--- src/rtl/i2cf_pkg.sv ---
package i2cf_pkg;

    localparam int CMD_W = 11;

    // Bit positions are part of the software-visible command format.
    typedef struct packed {
        logic       restart;  // bit 10
        logic       stop;     // bit 9
        logic       read;     // bit 8
        logic [7:0] data;     // bits 7:0
    } cmd_word_t;

endpackage

--- src/rtl/i2cf_fifo.sv ---
module i2cf_fifo #(
    parameter  int W      = 8,
    parameter  int DEPTH  = 8,
    localparam int PTR_W  = (DEPTH > 1) ? $clog2(DEPTH) : 1,
    localparam int CNT_W  = $clog2(DEPTH + 1)
) (
    input  logic             clk,
    input  logic             rst_n,
    input  logic             flush,
    input  logic             push,
    input  logic [W-1:0]     push_data,
    input  logic             pop,
    output logic [W-1:0]     head,
    output logic [CNT_W-1:0] count,
    output logic             empty,
    output logic             drop
);

    typedef struct packed {
        logic [PTR_W-1:0] wptr;
        logic [PTR_W-1:0] rptr;
        logic [CNT_W-1:0] count;
        logic             drop;
    } state_t;

    state_t     st_d, st_q;
    logic [W-1:0] mem [DEPTH];
    logic       do_push;
    logic       do_pop;
    logic       is_full;

    assign is_full = (st_q.count == CNT_W'(DEPTH));
    assign do_push = push && !flush && !is_full;
    assign do_pop  = pop && !flush && (st_q.count != '0);

    always_comb begin
        st_d      = st_q;
        st_d.drop = push && !flush && is_full;
        if (flush) begin
            st_d.wptr  = '0;
            st_d.rptr  = '0;
            st_d.count = '0;
        end else begin
            if (do_push) begin
                st_d.wptr = (st_q.wptr == PTR_W'(DEPTH - 1)) ? '0 : st_q.wptr + 1'b1;
            end
            if (do_pop) begin
                st_d.rptr = (st_q.rptr == PTR_W'(DEPTH - 1)) ? '0 : st_q.rptr + 1'b1;
            end
            st_d.count = st_q.count + CNT_W'(do_push) - CNT_W'(do_pop);
        end
    end

    always_ff @(posedge clk or negedge rst_n) begin
        if (!rst_n) begin
            st_q <= '0;
        end else begin
            st_q <= st_d;
        end
    end

    always_ff @(posedge clk) begin
        if (do_push) begin
            mem[st_q.wptr] <= push_data;
        end
    end

    assign head  = mem[st_q.rptr];
    assign count = st_q.count;
    assign empty = (st_q.count == '0);
    assign drop  = st_q.drop;

endmodule

--- src/rtl/i2cf_decode.sv ---
module i2cf_decode
    import i2cf_pkg::*;
(
    input  cmd_word_t  word,
    input  logic       present,
    output logic       valid,
    output logic       read,
    output logic       stop,
    output logic       restart,
    output logic [7:0] data
);

    always_comb begin
        valid   = present;
        read    = present && word.read;
        stop    = present && word.stop;
        restart = present && word.restart;
        // Data bits of a read command carry no meaning on the bus.
        data    = (present && !word.read) ? word.data : 8'h00;
    end

endmodule

--- src/rtl/i2cf_status.sv ---
module i2cf_status #(
    parameter int TX_CNT_W = 4,
    parameter int RX_CNT_W = 4
) (
    input  logic [TX_CNT_W-1:0] tx_level,
    input  logic [TX_CNT_W-1:0] tx_thresh,
    input  logic [RX_CNT_W-1:0] rx_level,
    input  logic [RX_CNT_W-1:0] rx_thresh,
    output logic                tx_low,
    output logic                rx_ready
);

    always_comb begin
        tx_low   = (tx_level <= tx_thresh);
        rx_ready = (rx_level > rx_thresh);
    end

endmodule

--- src/rtl/i2c_cmd_front.sv ---
module i2c_cmd_front
    import i2cf_pkg::*;
#(
    parameter  int TX_DEPTH = 8,
    parameter  int RX_DEPTH = 8,
    localparam int TX_CNT_W = $clog2(TX_DEPTH + 1),
    localparam int RX_CNT_W = $clog2(RX_DEPTH + 1)
) (
    input  logic                clk,
    input  logic                rst_n,
    input  logic                wr_cmd_valid,
    input  logic [CMD_W-1:0]    wr_cmd_word,
    input  logic                rd_req,
    output logic [7:0]          rd_data,
    input  logic [TX_CNT_W-1:0] tx_thresh,
    input  logic [RX_CNT_W-1:0] rx_thresh,
    output logic [TX_CNT_W-1:0] tx_level,
    output logic [RX_CNT_W-1:0] rx_level,
    output logic                tx_low,
    output logic                rx_ready,
    output logic                tx_overflow,
    output logic                rx_overflow,
    output logic                rx_underflow,
    input  logic                abort,
    output logic                eng_cmd_valid,
    input  logic                eng_cmd_ready,
    output logic                eng_cmd_read,
    output logic                eng_cmd_stop,
    output logic                eng_cmd_restart,
    output logic [7:0]          eng_cmd_data,
    input  logic                eng_rx_valid,
    input  logic [7:0]          eng_rx_byte
);

    typedef struct packed {
        logic under;
    } front_state_t;

    front_state_t fs_d, fs_q;

    logic [CMD_W-1:0] tx_head;
    logic             tx_empty;
    logic [7:0]       rx_head;
    logic             rx_empty;

    i2cf_fifo #(.W(CMD_W), .DEPTH(TX_DEPTH)) u_txq (
        .clk       (clk),
        .rst_n     (rst_n),
        .flush     (abort),
        .push      (wr_cmd_valid),
        .push_data (wr_cmd_word),
        .pop       (eng_cmd_ready),
        .head      (tx_head),
        .count     (tx_level),
        .empty     (tx_empty),
        .drop      (tx_overflow)
    );

    i2cf_fifo #(.W(8), .DEPTH(RX_DEPTH)) u_rxq (
        .clk       (clk),
        .rst_n     (rst_n),
        .flush     (abort),
        .push      (eng_rx_valid),
        .push_data (eng_rx_byte),
        .pop       (rd_req),
        .head      (rx_head),
        .count     (rx_level),
        .empty     (rx_empty),
        .drop      (rx_overflow)
    );

    i2cf_decode u_dec (
        .word    (cmd_word_t'(tx_head)),
        .present (!tx_empty),
        .valid   (eng_cmd_valid),
        .read    (eng_cmd_read),
        .stop    (eng_cmd_stop),
        .restart (eng_cmd_restart),
        .data    (eng_cmd_data)
    );

    i2cf_status #(.TX_CNT_W(TX_CNT_W), .RX_CNT_W(RX_CNT_W)) u_stat (
        .tx_level  (tx_level),
        .tx_thresh (tx_thresh),
        .rx_level  (rx_level),
        .rx_thresh (rx_thresh),
        .tx_low    (tx_low),
        .rx_ready  (rx_ready)
    );

    always_comb begin
        fs_d       = fs_q;
        fs_d.under = rd_req && rx_empty && !abort;
    end

    always_ff @(posedge clk or negedge rst_n) begin
        if (!rst_n) begin
            fs_q <= '0;
        end else begin
            fs_q <= fs_d;
        end
    end

    assign rd_data      = rx_empty ? 8'h00 : rx_head;
    assign rx_underflow = fs_q.under;

endmodule

--- config.mk ---
export PLATFORM = sky130hd
export DESIGN_NAME = i2c_cmd_front
export DESIGN_NICKNAME = d
export VERILOG_FILES = /design/src/rtl/i2cf_pkg.sv /design/src/rtl/i2cf_fifo.sv /design/src/rtl/i2cf_decode.sv /design/src/rtl/i2cf_status.sv /design/src/rtl/i2c_cmd_front.sv
export SDC_FILE = /design/constraint.sdc
export NUM_CORES = 1
export LEC_CHECK = 0
export ABC_AREA = 0
export BUFFER_PORTS_ARGS = -buffer_cell sky130_fd_sc_hd__buf_2
export CAP_MARGIN = 20
export CELL_PAD_IN_SITES_DETAIL_PLACEMENT = 0
export CELL_PAD_IN_SITES_GLOBAL_PLACEMENT = 1
export CORE_MARGIN = 5
export CORE_UTILIZATION = 46
export DETAILED_ROUTE_END_ITERATION = 10
export GPL_TIMING_DRIVEN = 0
export PLACE_DENSITY = 0.83
export SKIP_LAST_GASP = 1
export SLEW_MARGIN = 20
export SYNTH_ARGS = -nofsm -noshare
export SYNTH_HDL_FRONTEND = slang
export SYNTH_HIERARCHICAL = 1
export SYNTH_SLANG_ARGS = --single-unit
--- constraint.sdc ---
create_clock -name clk -period 2.5 [get_ports clk]
set_clock_uncertainty 0.1 [all_clocks]
set_input_delay 0.25 -clock clk [delete_from_list [all_inputs] [get_ports clk]]
set_output_delay 0.25 -clock clk [all_outputs]
set_load 0.01 [all_outputs]
==> reports/metrics.cfg, run 1 <==
[synthesis]
yosysWarnings=6
synthCells=423
synth_compound_area_frac=0.0113
yosys.area_share.simple=0.0727
synth_top_family_by_area=multiplexers
yosys_register_bits=175
synth.cell_area_mm2=0.00778
synthDistinctLibCells=43
synthTopCellsByCount=edfxtp_1, mux4_1, ha_1, mux2_2, dfrtp_1
yosys-mux-area-fraction=0.170
syn_avg_cell_area_um2=18.4
synth_area_leader_cell=edfxtp_1
synthAdderAreaFrac=0.0502
synthArstFlopShare=0.131
synth_xor_xnor_area_share=0.00225
synth_ff_type=edfxtp_1
synth_top_area_frac=0.586
yosys-top-cells-area=edfxtp_1, mux4_1, dfrtp_1
synth-edff-count=152
syn_nets=487
synth.most_common_cell=edfxtp_1
synth_seq_area_share=0.660

[placed_design]
portBuffers=66
dpl.hpwl_um=10000
place.gp.congestion=0.709
placed_area_mm2=0.00854

[global_routing]
met1_usage=0.194
grt_max_degree=24
grt_pass1_wl_um=24100
grt_overflow=0
grt_util_met3=0.0426
grt_pass1_vias=4400
busiest_layer=met2
antenna_found_initial=0
grt_usage=0.162
grtUsageMet2=0.288

[clocking]
path_clk_slew_ns=0.07
clock-sinks=175
htree_num_levels=4
numCtsBuffers=17
root_buffer=clkbuf_16
cts_tree=done
insertion_delay_ns=0.42
cts.path.max_buffers=2

[finish]
fillers=1302
multi_input_area_mm2=0.00246
final_area_mm2=0.00956
syn_to_final_growth_pct=22.9
seqCellArea_mm2=0.00514
fin_nets=613
drive_above_1_share=0.403
antenna_cells=0

[power_and_ir_drop]
total_power_mw=8.70
pwr_density_cell_mw_per_mm2=910
peakVddDrop_mv=0.660
cellLeakagePower_nw=3.64

[route]
via_per_inst=5.23
vias=4088
wl_per_cell_um=19.3
wirelength_um=15100
drtIter0Drc=222
drc=0
ant_nets=0
detail_route.first_pass.iterations=4

[worst_setup_path]
critPathKind=reg2out
setup.worst_path.end=eng_cmd_data[7]
critPathMaxFanout=8
path_delay_family=multiplexers
critical_path_buf_inv_count=3
cp.arrival_ns=2.30
required_ns=2.15
endpoint_kind=primary output
reg2reg_from=u_rxq/count[2]
path_cells=buf_6 -> buf_12 -> mux4_2 -> mux2_4 -> and3b_1 -> buf_2
r2r_end=u_rxq/count[1]
worst-r2r-cell-count=9
worst_setup_path_start_kind=flip-flop
cp_slowest_cell=mux4_2
reg2reg_slack_ns=0.14
critical_path_depth=6
cp-startpoint=u_txq/st_q[6]
critical_path.max_stage_delay_ns=0.54

[timing]
hold_viol=0
rsz0062_at_grt=yes
finalSetupViolations=18
min_period_ns=2.65
timing.final.crit_share=1.06
report.final.slew_viol_count=0
max_slew_margin=0.427
max_freq_ghz=0.378
tightestPinTransition_ns=0.855
fin_ws_ns=-0.145

[hold_path]
whs_path_depth=1
holdCritPathClass=in2reg

[outcome]
failed_checks=negative setup slack
status=complete, but fails checks

[die]
io_pins=67
dieWidth_um=140
rows=47
die_area_mm2=0.0196
floorplan.initialDensity=0.469
die_y_um=140
fp.coreArea_mm2=0.0166

[flow_run]
drv_cap=0

-- final cells by class --
type | instances | area share
Buffer | 23 | 0.0221
Clock buffer | 17 | 0.0445
Clock inverter | 14 | 0.0166
Inverter | 20 | 0.00785
Multi-Input combinational cell | 205 | 0.258
Sequential cell | 175 | 0.537
Tap cell | 220 | 0.0288
Timing Repair Buffer | 107 | 0.0849
-- where the power goes --
group / internal, mW / switching, mW / total (mW) / leakage [nW]
Combinational: 1.47 / 1.18 / 2.65 / 1.67
Sequential: 3.36 / 0.156 / 3.52 / 1.68
Clock: 1.41 / 1.13 / 2.54 / 0.285
-- cell families after synthesis --
logic type | after synthesis
XOR/XNOR | 2
AND/OR/NAND/NOR | 90
buffers and inverters | 44
flip-flops | 175
multiplexers | 68
AO/OA/AOI/OAI | 14
adder cells (fa/ha/maj) | 30
-- worst register-to-register path, cell delays in order (launching register included) --
cell and delay (ns):
dfrtp_1 0.38, inv_1 0.10, ha_1 0.17, or3b_4 0.41
nand2_4 0.07, ha_1 0.21, inv_1 0.06, ha_1 0.18
fa_1 0.42, nor2b_1 0.14
-- repair_timing --
item / CTS / global route
buffers inserted: 12 / 1
pin swaps: 1 / 0
gates resized for setup: 48 / 16
hold endpoints to repair: 160 / 0
hold buffers: 19 / 0
cloned: 3 / 0
endpoints found under the setup margin: 26 / 22
-- sequential cells by signal, summed over array words and instances (netlist names) --
register / flops
u_txq/mem: 88
u_rxq/mem: 64
u_rxq/st_q: 6
u_txq/st_q: 6
u_rxq/count: 4
u_txq/count: 4
rx_underflow: 1
u_rxq/drop: 1
u_txq/drop: 1
-- routing by layer --
layer,wire [µm],share of wire,up-vias
met4,146,0.0097,0
met5,0,0,-
li1,-,-,1898
met1,5870,0.39,2068
met3,844,0.056,15
met2,8230,0.55,107
-- per-stage QoR --
stage	setup TNS [ns]	setup slack, ns	hold WS, ns	utilization	cells
2_1_floorplan	0	0.0964	-0.146	-	423
6_report	-1.44	-0.145	0.0276	0.577	781
3_5_place_dp	-1.22	-0.418	0.166	0.515	717
4_1_cts	-2.07	-0.179	0.00156	0.574	781
3_3_place_gp	-34.96	-0.632	0.165	0.506	709
5_1_grt	-3.10	-0.246	0.0103	0.577	781
-- worst min path at each step --
stage / startpoint / endpoint / slack [ns]
after floorplan: rst_n / rx_underflow / -0.15
after global placement: rst_n / u_txq/count[2] / 0.17
after detailed placement: rst_n / u_txq/count[2] / 0.17
after CTS: eng_rx_byte[0] / u_rxq/mem[5][0] / 0.002
after global routing: eng_rx_byte[0] / u_rxq/mem[5][0] / 0.01
final: eng_rx_byte[0] / u_rxq/mem[6][0] / 0.03
-- cell usage in the layout (no fill, tap or decap), types with 3 or more instances in the layout --
cell and n:
nor2b_1 18, nand2b_1 11, inv_1 20, clkinv_4 6
ha_1 28, buf_12 5, mux2_2 20, and2b_2 8
clkbuf_1 3, buf_4 27, nor2_1 10, dfrtp_1 23
a21oi_1 7, mux2i_1 3, clkbuf_16 17, mux4_2 26
dlygate4sd3_1 19, nor3_2 9, mux4_1 12, buf_6 17
nor2_2 3, buf_2 57, nor3b_4 3, and3b_1 8
mux2_4 8, nand3_1 4, edfxtp_1 152
No activity file was read; power rests on OpenSTA's default activity.
==> run 2, diff against run 1 <==
Settings changed: TNS_END_PERCENT set to 10.
==> reports/metrics.cfg, run 2 (same netlist as run 1, synthesis figures left out) <==
[outcome]
status=complete, but fails checks  ; unchanged
failed_checks=negative setup slack  ; unchanged

[finish]
largest-register=u_txq/mem  ; unchanged
stdcell_count=783  ; was 781
seqCellArea_mm2=0.00514  ; unchanged
syn_to_final_growth_pct=21.5  ; was 22.9%
fillers=1266  ; was 1302
reg_top3=u_txq/mem: 88 flops, u_rxq/mem: 64 flops  ; unchanged
fin_nets=614  ; was 613
largest_register_ffs=88  ; unchanged
antenna_cells=0  ; unchanged
drive_above_1_share=0.361  ; was 0.403
layout_common_cells=edfxtp_1, buf_2, mux4_1  ; was edfxtp_1, buf_2, ha_1
multi_input_area_mm2=0.00247  ; was 0.00246 mm²
final_common_cell=edfxtp_1  ; unchanged

[timing]
hold_viol=0  ; unchanged
max_slew_margin=0.364  ; was 0.427
min_period_ns=2.68  ; was 2.65 ns
rsz0062_at_grt=yes  ; unchanged
report.final.slew_viol_count=0  ; unchanged
tightestPinTransition_ns=0.949  ; was 0.855 ns
timing.final.crit_share=1.07  ; was 1.06
finalSetupViolations=20  ; was 18
fin_ws_ns=-0.176  ; was -0.145 ns
max_freq_ghz=0.374  ; was 0.378 GHz
setup_tns_ns=-1.81  ; was -1.44 ns

[clocking]
htree_num_levels=4  ; unchanged
path_clk_slew_ns=0.07  ; about the same
numCtsBuffers=17  ; unchanged
cts.path.max_buffers=2  ; unchanged
cts_tree=done  ; unchanged
insertion_delay_ns=0.42  ; about the same
clock-sinks=175  ; unchanged
root_buffer=clkbuf_16  ; unchanged

[placed_design]
dp.cells=716  ; was 717
portBuffers=66  ; unchanged
place.gp.congestion=0.730  ; was 0.709
dpl.hpwl_um=9820  ; was 10000 µm

[route]
wirelength_um=14900  ; was 15100 µm
wl_per_cell_um=19.0  ; was 19.3 µm
vias=4090  ; was 4088
drtIter0Drc=190  ; was 222
drc=0  ; unchanged
ant_nets=0  ; unchanged
via_per_inst=5.22  ; was 5.23
detail_route.first_pass.iterations=4  ; unchanged

[die]
floorplan.initialDensity=0.469  ; unchanged
die_area_mm2=0.0196  ; unchanged
rows=47  ; unchanged
dieWidth_um=140  ; unchanged
fp.coreArea_mm2=0.0166  ; unchanged
die_y_um=140  ; unchanged
io_pins=67  ; unchanged

[worst_setup_path]
critical_path.max_stage_delay_ns=0.53  ; was 0.54 ns
cp.arrival_ns=2.33  ; was 2.30 ns
critPathMaxFanout=8  ; unchanged
endpoint_kind=primary output  ; unchanged
cp-startpoint=u_txq/st_q[6]  ; unchanged
required_ns=2.15  ; about the same
path_cells=buf_6 -> buf_12 -> mux4_2 -> mux2_4 -> and3b_1 -> buf_2  ; unchanged
critical_path_buf_inv_count=3  ; unchanged
path_delay_family=multiplexers  ; unchanged
reg2reg_from=u_txq/count[2]  ; was u_rxq/count[2]
critPathKind=reg2out  ; unchanged
worst_setup_path_start_kind=flip-flop  ; unchanged
cp_slowest_cell=mux4_2  ; unchanged

[global_routing]
grt_max_degree=24  ; unchanged
grt_pass1_vias=4232  ; was 4400
grt_usage=0.157  ; was 0.162
grt_overflow=0  ; unchanged
grt_pass1_wl_um=23300  ; was 24100 µm
antenna_found_initial=0  ; unchanged

[flow_run]
drv_cap=0  ; unchanged

[power_and_ir_drop]
total_power_mw=8.39  ; was 8.70 mW
peakVddDrop_mv=0.791  ; was 0.660 mV
pwr_density_cell_mw_per_mm2=888  ; was 910 mW/mm²
cellLeakagePower_nw=3.63  ; was 3.64 nW

[hold_path]
hold_start=wr_cmd_valid  ; was eng_rx_byte[0]
holdCritPathClass=in2reg  ; unchanged

==> run 2: worst paths after layout <==
kind / end / slack [ns] / cells after the start
worst max-delay path: eng_cmd_data[6] / -0.18 / 6
worst min-delay path: u_txq/drop / 0.16 / 3
worst max register to register: u_txq/count[1] / -0.08 / 9
worst min register to register: u_rxq/st_q[7] / 0.55 / 2
max in group asynchronous: u_rxq/st_q[6] / 1.70 / 2
min in group asynchronous: u_txq/count[2] / 0.24 / 2
==> run 2: per-stage QoR <==
| step | area (µm²) | util | setup WS (ns) | hold slack (ns) |
|---|---|---|---|---|
| 2_1_floorplan | 7790 | - | -0.00463 | -0.146 |
| 3_3_place_gp | 8390 | 0.506 | -1.15 | 0.171 |
| 3_5_place_dp | 8510 | 0.513 | -0.508 | 0.174 |
| 4_1_cts | 9460 | 0.570 | -0.214 | 0.136 |
| 5_1_grt | 9450 | 0.570 | -0.276 | 0.150 |
| 6_report | 9450 | 0.570 | -0.176 | 0.157 |
==> run 2: what timing repair did <==
action	4_1_cts	5_1_grt
hold buffers	21	0
endpoints found under the hold margin	175	0
pin swaps	1	0
cloned	1	0
endpoints found under the setup margin	25	24
buffers inserted	14	0
gates resized for setup	14	1
==> run 2: worst register-to-register path: cells and delay by family, from the launching register on <==
kind | cells | cell delay (ns)
adders and majority gates | 4 | 0.99
and+or+nand+nor | 3 | 0.83
DFF | 1 | 0.38
buffers and inverters | 2 | 0.15
==> run 2: report_power, final <==
group	switching [mW]	total, mW	internal [mW]
Clock	1.12	2.53	1.41
Sequential	0.138	3.50	3.36
Combinational	1.11	2.36	1.25
==> run 2: final cells by class <==
type / count / area share
clock inverters: 14 / 0.0154
flip-flops and latches: 175 / 0.544
multi-input cells: 205 / 0.261
plain buffers: 23 / 0.0217
clock buffers: 18 / 0.0454
well taps: 220 / 0.0291
repair buffers: 108 / 0.0758
inverters: 20 / 0.00794
==> run 2: metal layers <==
| metal | wire length [µm] | vias to the layer above | share of wire | track usage |
|---|---|---|---|---|
| met5 | 0 | - | 0 | 0 |
| met2 | 8120 | 73 | 0.55 | 0.286 |
| li1 | - | 1928 | - | - |
| met1 | 5990 | 2072 | 0.40 | 0.186 |
| met3 | 551 | 17 | 0.037 | 0.0368 |
| met4 | 189 | 0 | 0.013 | 0.0474 |
